[src/rtl/mbx_pkg.sv]
package mbx_pkg;

  localparam logic [31:0] REV_ID = 32'h0001_0400;

  typedef enum logic [2:0] {
    RK_NONE, RK_REV, RK_MSG, RK_FST, RK_MST, RK_IST, RK_ESET, RK_ECLR
  } reg_kind_e;

  typedef struct packed {
    reg_kind_e   kind;
    logic [4:0]  idx;
  } reg_sel_t;

  // Offsets of the per-queue and per-user registers.
  function automatic logic [11:0] msg_off(int unsigned m);
    return 12'(32'h040 + 4 * m);
  endfunction

  function automatic logic [11:0] fst_off(int unsigned m);
    return 12'(32'h080 + 4 * m);
  endfunction

  function automatic logic [11:0] mst_off(int unsigned m);
    return 12'(32'h0C0 + 4 * m);
  endfunction

  function automatic logic [11:0] ist_off(int unsigned u);
    return 12'(32'h104 + 16 * u);
  endfunction

  function automatic logic [11:0] eset_off(int unsigned u);
    return 12'(32'h108 + 16 * u);
  endfunction

  function automatic logic [11:0] eclr_off(int unsigned u);
    return 12'(32'h10C + 16 * u);
  endfunction

  // Event bit positions inside a user register.
  function automatic int unsigned newmsg_bit(int unsigned m);
    return 2 * m;
  endfunction

  function automatic int unsigned notfull_bit(int unsigned m);
    return 2 * m + 1;
  endfunction

  // Address decode: region from the upper bits, index from the middle bits.
  function automatic reg_sel_t decode(logic [11:0] a, int unsigned nf, int unsigned nu);
    reg_sel_t   s;
    logic [11:0] o;
    s.kind = RK_NONE;
    s.idx  = '0;
    o      = a - 12'h100;
    if (a == 12'h000) begin
      s.kind = RK_REV;
    end else if (a[11:8] == 4'h0 && a[7:6] != 2'b00 && a[1:0] == 2'b00 &&
                 32'(a[5:2]) < nf) begin
      s.idx = 5'(a[5:2]);
      case (a[7:6])
        2'b01:   s.kind = RK_MSG;
        2'b10:   s.kind = RK_FST;
        default: s.kind = RK_MST;
      endcase
    end else if (a >= 12'h100 && 32'(o[11:4]) < nu) begin
      s.idx = 5'(o[8:4]);
      case (o[3:0])
        4'h4:    s.kind = RK_IST;
        4'h8:    s.kind = RK_ESET;
        4'hC:    s.kind = RK_ECLR;
        default: s.kind = RK_NONE;
      endcase
    end
    return s;
  endfunction

endpackage

[src/rtl/mbx_fifo.sv]
module mbx_fifo #(
  parameter int unsigned DW    = 32,
  parameter int unsigned DEPTH = 4
) (
  input  logic                           clk,
  input  logic                           rst_n,
  input  logic                           push,
  input  logic                           pop,
  input  logic [DW-1:0]                  wdata,
  output logic [DW-1:0]                  head,
  output logic [$clog2(DEPTH+1)-1:0]     count,
  output logic                           full,
  output logic                           empty,
  output logic                           push_ok,
  output logic                           pop_ok,
  output logic                           left_full
);
  localparam int unsigned PW = (DEPTH > 1) ? $clog2(DEPTH) : 1;
  localparam int unsigned CW = $clog2(DEPTH + 1);

  logic [DW-1:0] mem [DEPTH];
  logic [PW-1:0] rp, wp;
  logic [CW-1:0] cnt;

  function automatic logic [PW-1:0] bump(logic [PW-1:0] p);
    return (p == PW'(DEPTH - 1)) ? '0 : p + 1'b1;
  endfunction

  assign full      = (cnt == CW'(DEPTH));
  assign empty     = (cnt == '0);
  assign push_ok   = push && !full;
  assign pop_ok    = pop && !empty;
  assign left_full = pop_ok && full;
  assign head      = mem[rp];
  assign count     = cnt;

  always_ff @(posedge clk) begin
    if (push_ok) mem[wp] <= wdata;
  end

  always_ff @(posedge clk or negedge rst_n) begin
    if (!rst_n) begin
      rp  <= '0;
      wp  <= '0;
      cnt <= '0;
    end else begin
      if (push_ok) wp <= bump(wp);
      if (pop_ok)  rp <= bump(rp);
      case ({push_ok, pop_ok})
        2'b10:   cnt <= cnt + 1'b1;
        2'b01:   cnt <= cnt - 1'b1;
        default: cnt <= cnt;
      endcase
    end
  end
endmodule

[src/rtl/mbx_user_irq.sv]
module mbx_user_irq #(
  parameter int unsigned NB = 8
) (
  input  logic          clk,
  input  logic          rst_n,
  input  logic [NB-1:0] events,
  input  logic          st_clr_we,
  input  logic          en_set_we,
  input  logic          en_clr_we,
  input  logic [NB-1:0] wbits,
  output logic [NB-1:0] status,
  output logic [NB-1:0] enable,
  output logic          irq
);
  logic [NB-1:0] clr_mask;
  logic [NB-1:0] pending;

  assign clr_mask = st_clr_we ? wbits : '0;
  assign pending  = status & enable;
  assign irq      = |pending;

  always_ff @(posedge clk or negedge rst_n) begin
    if (!rst_n) begin
      status <= '0;
      enable <= '0;
    end else begin
      // a fresh event outranks a simultaneous clear
      status <= (status & ~clr_mask) | events;
      if (en_set_we)      enable <= enable | wbits;
      else if (en_clr_we) enable <= enable & ~wbits;
    end
  end
endmodule

[src/rtl/ipc_mailbox.sv]
module ipc_mailbox #(
  parameter int unsigned NUM_FIFO   = 4,
  parameter int unsigned NUM_USER   = 3,
  parameter int unsigned FIFO_DEPTH = 4,
  parameter logic [31:0] REVISION   = mbx_pkg::REV_ID
) (
  input  logic                clk,
  input  logic                rst_n,
  input  logic                bus_wr,
  input  logic                bus_rd,
  input  logic [11:0]         bus_addr,
  input  logic [31:0]         bus_wdata,
  output logic [31:0]         bus_rdata,
  output logic [NUM_USER-1:0] irq_out
);
  import mbx_pkg::*;

  localparam int unsigned NB = 2 * NUM_FIFO;
  localparam int unsigned CW = $clog2(FIFO_DEPTH + 1);

  reg_sel_t sel;
  assign sel = decode(bus_addr, NUM_FIFO, NUM_USER);

  logic [NUM_FIFO-1:0]    push_req, pop_req, push_ok, pop_ok, left_full;
  logic [NUM_FIFO-1:0]    full_vec, empty_vec;
  logic [31:0]            head [NUM_FIFO];
  logic [CW-1:0]          cnt  [NUM_FIFO];
  logic [NUM_FIFO*CW-1:0] cnt_flat;
  logic [NB-1:0]          ev_vec;
  logic [NB-1:0]          st_arr [NUM_USER];
  logic [NB-1:0]          en_arr [NUM_USER];
  logic [NUM_USER*NB-1:0] st_flat, en_flat;
  logic [31:0]            rd_val;

  for (genvar m = 0; m < NUM_FIFO; m++) begin : g_fifo
    assign push_req[m] = bus_wr && sel.kind == RK_MSG && sel.idx == 5'(m);
    assign pop_req[m]  = bus_rd && sel.kind == RK_MSG && sel.idx == 5'(m);

    mbx_fifo #(.DW(32), .DEPTH(FIFO_DEPTH)) u_fifo (
      .clk       (clk),
      .rst_n     (rst_n),
      .push      (push_req[m]),
      .pop       (pop_req[m]),
      .wdata     (bus_wdata),
      .head      (head[m]),
      .count     (cnt[m]),
      .full      (full_vec[m]),
      .empty     (empty_vec[m]),
      .push_ok   (push_ok[m]),
      .pop_ok    (pop_ok[m]),
      .left_full (left_full[m])
    );

    assign ev_vec[newmsg_bit(m)]     = push_ok[m];
    assign ev_vec[notfull_bit(m)]    = left_full[m];
    assign cnt_flat[m*CW +: CW]      = cnt[m];
  end

  for (genvar u = 0; u < NUM_USER; u++) begin : g_user
    logic st_we, es_we, ec_we;
    assign st_we = bus_wr && sel.kind == RK_IST  && sel.idx == 5'(u);
    assign es_we = bus_wr && sel.kind == RK_ESET && sel.idx == 5'(u);
    assign ec_we = bus_wr && sel.kind == RK_ECLR && sel.idx == 5'(u);

    mbx_user_irq #(.NB(NB)) u_irq (
      .clk       (clk),
      .rst_n     (rst_n),
      .events    (ev_vec),
      .st_clr_we (st_we),
      .en_set_we (es_we),
      .en_clr_we (ec_we),
      .wbits     (bus_wdata[NB-1:0]),
      .status    (st_arr[u]),
      .enable    (en_arr[u]),
      .irq       (irq_out[u])
    );

    assign st_flat[u*NB +: NB] = st_arr[u];
    assign en_flat[u*NB +: NB] = en_arr[u];
  end

  always_comb begin
    rd_val = '0;
    case (sel.kind)
      RK_REV: rd_val = REVISION;
      RK_MSG, RK_FST, RK_MST: begin
        for (int m = 0; m < NUM_FIFO; m++) begin
          if (sel.idx == 5'(m)) begin
            if (sel.kind == RK_MSG)      rd_val = empty_vec[m] ? '0 : head[m];
            else if (sel.kind == RK_FST) rd_val = {31'b0, full_vec[m]};
            else                         rd_val = 32'(cnt[m]);
          end
        end
      end
      RK_IST, RK_ESET, RK_ECLR: begin
        for (int u = 0; u < NUM_USER; u++) begin
          if (sel.idx == 5'(u))
            rd_val = (sel.kind == RK_IST) ? 32'(st_arr[u]) : 32'(en_arr[u]);
        end
      end
      default: rd_val = '0;
    endcase
  end

  always_ff @(posedge clk or negedge rst_n) begin
    if (!rst_n) bus_rdata <= '0;
    else        bus_rdata <= bus_rd ? rd_val : '0;
  end
endmodule

[config.mk]
export PLATFORM = sky130hd
export DESIGN_NAME = ipc_mailbox
export DESIGN_NICKNAME = d
export VERILOG_FILES = /design/src/rtl/mbx_pkg.sv /design/src/rtl/mbx_fifo.sv /design/src/rtl/mbx_user_irq.sv /design/src/rtl/ipc_mailbox.sv
export SDC_FILE = /design/constraint.sdc
export NUM_CORES = 1
export LEC_CHECK = 0
export BUFFER_PORTS_ARGS = -buffer_cell sky130_fd_sc_hd__buf_4
export CORE_MARGIN = 8
export CORE_UTILIZATION = 55
export DETAILED_ROUTE_END_ITERATION = 16
export PLACE_DENSITY = 0.72
export SETUP_SLACK_MARGIN = 0.5
export SYNTH_ARGS = -nofsm -noshare
export SYNTH_HDL_FRONTEND = slang
export SYNTH_HIERARCHICAL = 1
export SYNTH_SLANG_ARGS = --single-unit
export TNS_END_PERCENT = 20
[constraint.sdc]
create_clock -name clk -period 2.8 [get_ports clk]
set_clock_uncertainty 0.15 [all_clocks]
set_input_delay 0.14 -clock clk [delete_from_list [all_inputs] [get_ports clk]]
set_output_delay 0.14 -clock clk [all_outputs]
set_load 0.005 [all_outputs]
==> impl_metrics.csv, run 1 <==
group,metric,value,unit
outcome,status,"finished, final reports clean",
timing,rsz0062_at_grt,"true",
synth,synth.top_cell.area_share,0.603,
global_route,grt-ovfl-total,0,
global_route,grt_use_total,0.227,
setup_path,cpPeakStageDelay,0.35,ns
setup_path,path_cells,"buf_8 -> inv_4 -> ha_4 -> nor4_4 -> buf_4 -> nand4_4 -> nor3_4 -> nand2_4 -> buf_4 -> nor2_4 -> nand2b_1 -> inv_1 -> ha_4 -> inv_2 -> fa_2 -> xor2_1 -> nor2_1 -> xor2_1",
power,p_sw,3660,uW
floorplan,dieHeight,231,um
power,vdd_drop_max,0.547,mV
synth,yosysUniqueCellTypes,75,
synth,netlist_top_cells_area,"edfxtp_1, dfrtp_1, mux4_2",
detailed_routing,wirelength,61400,um
detailed_routing,ant_nets,0,
power,combPwrFrac,0.022,
setup_path,crit_type,"primary input to flop",
timing,slew_headroom,0.409,
power,p_int,14800,uW
setup_path,cp_num_buf_inv,6,
global_route,met3_usage,0.0430,
global_route,antenna_found_initial,0,
floorplan,dieArea,53500,um2
final_layout,syn_to_final_growth,20.2,%
clocking,cts.sinks,620,
detailed_routing,route.detailed.drc,0,
placed_design,dpl.cell_count,2121,
run,cap_violations,0,
synth,ys_ff_latch,620,
setup_path,critical-path-top-delay-family,"simple AND/OR/NAND/NOR gates",
timing,finalHoldWorstSlack,0.00257,ns
setup_path,required,3.19,ns
synth,netlist.top_cell.by_area,"edfxtp_1",
timing,hold_violations,0,
detailed_routing,wl_per_cell,26.7,um
final_layout,diodes,0,
power,powerDensity,601,nW/um2
global_route,grt_use_met1,0.304,
final_layout,final_cell_count_no_fill,2295,
setup_path,critPathLaunchType,"primary input",
timing,finalSetupViolCount,0,
final_layout,drive_gt1_frac,0.328,
power,clockPowerShare,0.435,
detailed_routing,drtPass1Iterations,5,
synth,netlist_area,25500,um2
global_route,grt_use_met2,0.375,
clocking,insertion_delay,0.62,ns
synth,syn_nets,1444,
timing,finalCritPeriodShare,0.826,
global_route,grt_pass1_vias,14700,
synth,ys_seq_area_frac,0.709,
synth,syn-instance-count,1366,
floorplan,core_area,46200,um2
global_route,grt_max_degree,95,
min_path,min_path_type,"primary input to async pin",
final_layout,final_nets,1715,
timing,fmax,0.432,GHz
synth,yosys_warnings,6,
placed_design,portBuffers,82,
floorplan,start_util,0.552,
setup_path,cp.arrival,2.70,ns
floorplan,pin_count,83,
global_route,grt_pass1_wl,91100,um
detailed_routing,vias,14200,
clocking,cts_root_buf,"clkbuf_16",
clocking,clk_pin_slew_worst_paths,0.06,ns
synth,synth-main-ff-cell,"edfxtp_1",
setup_path,critPathCaptureType,"flop",
timing,tightest_slew,0.883,ns
synth,synth_area_per_cell,18.7,um2
power,sequentialPowerShare,0.543,
placed_design,gp_congestion,0.892,
power,switching_share,0.199,
setup_path,cp_max_fo,5,
floorplan,rows,79,
power,power_leakage,0.0110,uW
synth,synthArstFlopShare,0.174,
clocking,ctsLongestPathBuffers,3,
clocking,cts_tree,"built",
clocking,cts_buffers,60,
detailed_routing,drt-initial-drc-count,1621,
timing,finalCriticalPeriod,2.31,ns
global_route,busiest_layer,"met2",
timing,timing.final.max_slew_violations,0,
floorplan,die_x,231,um
placed_design,place.detailed.hpwl,39400,um
synth,synth-edff-count,512,
clocking,htree_levels,2,
detailed_routing,via_per_inst,6.19,
setup_path,slowest_stage,"fa_2",
registers in the layout, indices dropped and copies added (netlist names), named ones only:
signal / flops
g_fifo.u_fifo/wp: 8
g_fifo.u_fifo/count: 12
g_fifo.u_fifo/mem: 512
g_fifo.u_fifo/rp: 8
bus_rdata: 32
g_user.u_irq/status: 24
power by group through the flow:
stage               combinational (uW)  clock, uW  sequential (uW)
floorplan                         90.7          0            10200
detailed placement                 353          0            10200
global route                       442       8460             9990
finish                             410       8020            10000
global placement                   341          0            10200
CTS                                402       8140            10000
worst min-delay path, cell delays in order:
cell	delay, ns
dlygate4sd3_1	0.54
buf_4	0.13
buf_12	0.40
cell families (layout without fill, tap and decap cells):
family | count (synthesis) | after routing | share of synthesized area
compound gates | 203 | 203 | 0.0629
mux | 171 | 171 | 0.134
simple gates | 217 | 217 | 0.0452
buf+inv | 113 | 435 | 0.0290
fa+ha+maj | 30 | 30 | 0.0159
xor+xnor | 12 | 12 | 0.00412
flops | 620 | 620 | 0.709
final timing paths:
path	from	to	slack (ns)	cells after the start
max	bus_addr[6]	g_fifo[2].u_fifo/count[2]	0.49	18
min	rst_n	g_fifo[2].u_fifo/rp[1]	0.003	3
max reg2reg	g_fifo[0].u_fifo/rp[1]	bus_rdata[16]	0.49	5
min reg2reg	g_user[0].u_irq/status[6]	g_user[0].u_irq/status[6]	0.36	1
max in group asynchronous	rst_n	bus_rdata[30]	1.32	3
min in group clk	bus_addr[11]	bus_rdata[2]	0.09	7
repair_timing:
action | CTS | global route
setup endpoints to repair | 33 | 341
hold endpoints to repair | 678 | 0
pin swaps | 0 | 33
buffers inserted | 6 | 17
gates resized for setup | 6 | 53
hold buffers | 38 | 0
final cells by class:
| class | instances | area (um2) |
|---|---|---|
| multi-input combinational | 633 | 6900 |
| tap | 607 | 759 |
| fill | 3023 | 15500 |
| inverter | 40 | 153 |
| sequential | 620 | 18100 |
| clock buffer | 85 | 1670 |
| timing repair buffer | 282 | 2760 |
| clock inverter | 28 | 308 |
cell usage after synthesis (9+ instances only):
cell type	count
nor3_1	17
buf_6	15
a21o_1	38
and2_1	15
a21oi_1	29
mux4_1	12
o21ai_0	15
a221oi_1	11
a32o_1	10
dfrtp_1	108
a222oi_1	11
buf_2	20
edfxtp_1	512
mux4_2	116
a221o_1	12
a22oi_1	12
inv_1	40
a22o_1	25
ha_1	26
clkbuf_1	18
mux2i_1	25
nor2_1	42
buf_12	9
nand2_1	72
mux2_2	10
nand3_1	10
stage by stage:
| stage | instance area (um2) | setup slack (ns) | utilization | total power (uW) | setup TNS, ns |
|---|---|---|---|---|---|
| after CTS | 30300 | 0.456 | 0.657 | 18500 | 0 |
| after detailed placement | 27900 | -0.188 | 0.604 | 10500 | -10.57 |
| after floorplan | 25600 | -0.295 | - | 10300 | -45.08 |
| after global routing | 30600 | 0.348 | 0.664 | 18900 | 0 |
| after global placement | 27900 | -0.113 | 0.604 | 10500 | -2.78 |
| final | 30600 | 0.486 | 0.664 | 18400 | 0 |
routing by layer:
metal,vias to the layer above,routed length [um]
li1,6072,-
met1,7404,24100
met2,618,30400
met3,108,5110
met4,0,1720
met5,-,0
cell usage in the layout (no fill, tap or decap), types with 5 or more instances in the layout:
| cell | n |
|---|---|
| mux2_2 | 10 |
| a22oi_1 | 12 |
| clkinv_2 | 9 |
| a21o_1 | 38 |
| nor2_1 | 34 |
| bufinv_16 | 5 |
| edfxtp_1 | 512 |
| a221oi_1 | 10 |
| nand4_1 | 8 |
| a222oi_1 | 11 |
| ha_1 | 22 |
| dfrtp_1 | 101 |
| a221o_1 | 12 |
| clkinv_1 | 8 |
| inv_1 | 32 |
| mux2i_1 | 25 |
| buf_12 | 42 |
| nor3_2 | 6 |
| and2_1 | 5 |
| clkbuf_8 | 5 |
| o22a_1 | 5 |
| o221ai_1 | 5 |
| buf_4 | 196 |
| nor3_1 | 13 |
| and2_2 | 11 |
| mux2_4 | 8 |
| mux4_2 | 117 |
| mux4_1 | 11 |
| a32o_1 | 10 |
| a22o_1 | 25 |
| inv_2 | 7 |
| dlygate4sd3_1 | 38 |
| nand3_1 | 10 |
| o21ai_0 | 12 |
| clkbuf_1 | 19 |
| or3_1 | 5 |
| a21oi_1 | 28 |
| clkbuf_16 | 61 |
| xor2_1 | 8 |
| nand2_1 | 71 |
No activity file was read; power rests on OpenSTA's default activity.
==> run 2, diff against run 1 <==
- ABC_AREA: unset -> 1
- clock period: 2.8 -> 2.3 ns (I/O delays scaled with it)
==> impl_metrics.csv, run 2 <==
group,metric,value,unit
outcome,status,"finished, final reports clean",
final_layout,syn_to_final_growth,28.0,%
detailed_routing,ant_nets,0,
global_route,grt_max_degree,65,
final_layout,reg_top3,"g_fifo.u_fifo/mem: 512 flops, bus_rdata: 32 flops, g_user.u_irq/status: 24 flops",
floorplan,die_x,239,um
synth,synth.top_cell.area_share,0.561,
placed_design,portBuffers,82,
detailed_routing,vias,20500,
timing,finalSetupViolCount,0,
timing,tightest_slew,0.727,ns
placed_design,gp_congestion,0.914,
floorplan,start_util,0.552,
timing,rsz0062_at_grt,"true",
timing,finalCritPeriodShare,0.953,
synth,netlist.top_cell.by_area,"edfxtp_1",
setup_path,critPathLaunchType,"primary input",
detailed_routing,via_per_inst,5.73,
synth,yosys_warnings,6,
synth,yosysUniqueCellTypes,44,
setup_path,cp_max_fo,12,
synth,netlist_top_cells_area,"edfxtp_1, dfrtp_1, nand2_1",
run,cap_violations,0,
clocking,cts_tree,"built",
floorplan,rows,82,
power,vdd_drop_max,0.504,mV
timing,finalCriticalPeriod,2.19,ns
clocking,insertion_delay,0.66,ns
final_layout,fillCellCount,3285,
floorplan,core_area,49700,um2
global_route,antenna_found_initial,0,
setup_path,required,2.49,ns
placed_design,place.detailed.hpwl,48600,um
clocking,htree_levels,2,
global_route,grt-ovfl-total,0,
timing,hold_violations,0,
final_layout,diodes,0,
detailed_routing,drtPass1Iterations,6,
final_layout,regMostFlops,"g_fifo.u_fifo/mem",
placed_design,place_ws,-0.460,ns
timing,setup_ws,0.108,ns
floorplan,dieArea,57300,um2
final_layout,largest_reg_flops,512,
synth,synthArstFlopShare,0.174,
setup_path,r2r_cells,10,
final_layout,final_common_cell,"nand2_1",
synth,ys_ff_latch,620,
final_layout,drive_gt1_frac,0.228,
setup_path,cpPeakStageDelay,0.17,ns
min_path,min_path_cells,6,
clocking,clk_pin_slew_worst_paths,0.06,ns
floorplan,dieHeight,239,um
placed_design,dpl.cell_count,3326,
power,powerDensity,673,nW/um2
synth,syn-instance-count,2516,
global_route,grt_pass1_wl,118000,um
final_layout,final_nets,2939,
detailed_routing,wl_per_cell,22.5,um
synth,synthTopCellsByCount,"nand2_1, edfxtp_1, inv_1",
timing,setup_tns,0,ns
final_layout,final_cell_mix,"nand2_1, edfxtp_1, inv_1",
synth,netlist_area,27400,um2
timing,timing.final.max_slew_violations,0,
min_path,min_path_type,"primary input to flop",
clocking,ctsLongestPathBuffers,3,
detailed_routing,route.detailed.drc,0,
power,power_leakage,0.0143,uW
timing,fmax,0.456,GHz
setup_path,cp_num_buf_inv,9,
setup_path,cp.arrival,2.38,ns
setup_path,crit_type,"primary input to flop",
setup_path,critPathCaptureType,"flop",
setup_path,path_cells,"buf_6 -> inv_4 -> ha_4 -> nand3_4 -> nor2_4 -> nand2_2 -> nand2_4 -> buf_4 -> inv_2 -> nor2_4 -> nand2_2 -> nor2_4 -> nand2_4 -> buf_12 -> nor2_4 -> nand2_4 -> buf_12 -> buf_8 -> nor2_4 -> buf_4 -> buf_12",
setup_path,cpMostUsedCell,"nor2_4",
setup_path,reg2reg_slack,0.20,ns
detailed_routing,wirelength,80600,um
floorplan,pin_count,83,
global_route,grt_use_total,0.272,
setup_path,critical-path-top-delay-family,"simple AND/OR/NAND/NOR gates",
detailed_routing,drt-initial-drc-count,2508,
clocking,cts.sinks,620,
final_layout,final_cell_count_no_fill,3586,
setup_path,slowest_stage,"ha_4",
timing,slew_headroom,0.516,
synth,syn_nets,2594,
setup_path,worst-path-stages,21,
global_route,grt_pass1_vias,19900,
synth,synth_area_per_cell,10.9,um2
synth,yosys.cell_count.top_type,"nand2_1",
synth,ys_seq_area_frac,0.659,
clocking,cts_root_buf,"clkbuf_16",
clocking,cts_buffers,61,
synth,synth-edff-count,512,
synth,synth-main-ff-cell,"edfxtp_1",
run 2: cells by family (layout without fill, tap and decap cells):
logic type / after synthesis / after routing / synth area share
AOI/OAI and AO/OA: 424 / 424 / 0.110
and+or+nand+nor: 941 / 941 / 0.141
xor gates and xnor gates: 4 / 4 / 0.00128
DFF: 620 / 620 / 0.659
adders and majority gates: 30 / 30 / 0.0148
buffers and inverters: 497 / 895 / 0.0733
run 2: cell type report:
type / count / area [um2] / area share
clock buffers: 79 / 1650 / 0.0471
clock inverters: 37 / 541 / 0.0154
inverters: 378 / 1450 / 0.0412
multi-input cells: 1399 / 7980 / 0.227
flip-flops and latches: 620 / 18100 / 0.515
well taps: 672 / 841 / 0.0240
repair buffers: 401 / 4540 / 0.129
run 2: what timing repair did:
item                                    CTS  global route
endpoints found under the setup margin  528           598
gates cloned                             21            10
pin swaps                                99            47
endpoints found under the hold margin   687             0
hold buffers                             37             0
resized for setup                       153            57
setup buffers                            52            24
run 2: worst register-to-register path: stages (launching register included):
cell and delay [ns]:
dfrtp_4 0.51, buf_12 0.15, buf_4 0.16, o211ai_1 0.30, nand2_1 0.16, nand4_1 0.13
nand3_1 0.07, nand3_1 0.07, nand2_1 0.09, nand2_1 0.11, a21oi_1 0.07
run 2: routing by layer:
metal,vias to the layer above,wire length (um),track usage
met1,10100,32300,0.380
li1,9235,-,-
met3,161,8350,0.0533
met2,1037,37600,0.432
met5,-,0,0
met4,0,2470,0.0821
run 2: report_power, final:
part           switching (uW)  internal [uW]
clock network            4410           6360
registers                9.84          12200
logic                     439            227
run 2: through the flow:
stage	hold WS, ns	power [uW]	utilization	area (um2)
floorplan	-0.331	12600	-	27700
global placement	0.0458	12900	0.611	30300
detailed placement	0.0436	12900	0.611	30300
CTS	0.000152	23600	0.693	34400
global route	0.0565	24200	0.707	35100
finish	0.0575	23600	0.707	35100
run 2: final timing paths:
check,start,to
setup / recovery,bus_addr[7],g_fifo[3].u_fifo/mem[3][0]
hold / removal,bus_addr[6],bus_rdata[13]
setup reg to reg,g_fifo[1].u_fifo/rp[0],bus_rdata[2]
hold reg to reg,g_user[0].u_irq/status[5],g_user[0].u_irq/status[5]
max in group asynchronous,rst_n,g_fifo[2].u_fifo/rp[0]
min in group asynchronous,rst_n,g_fifo[1].u_fifo/count[2]
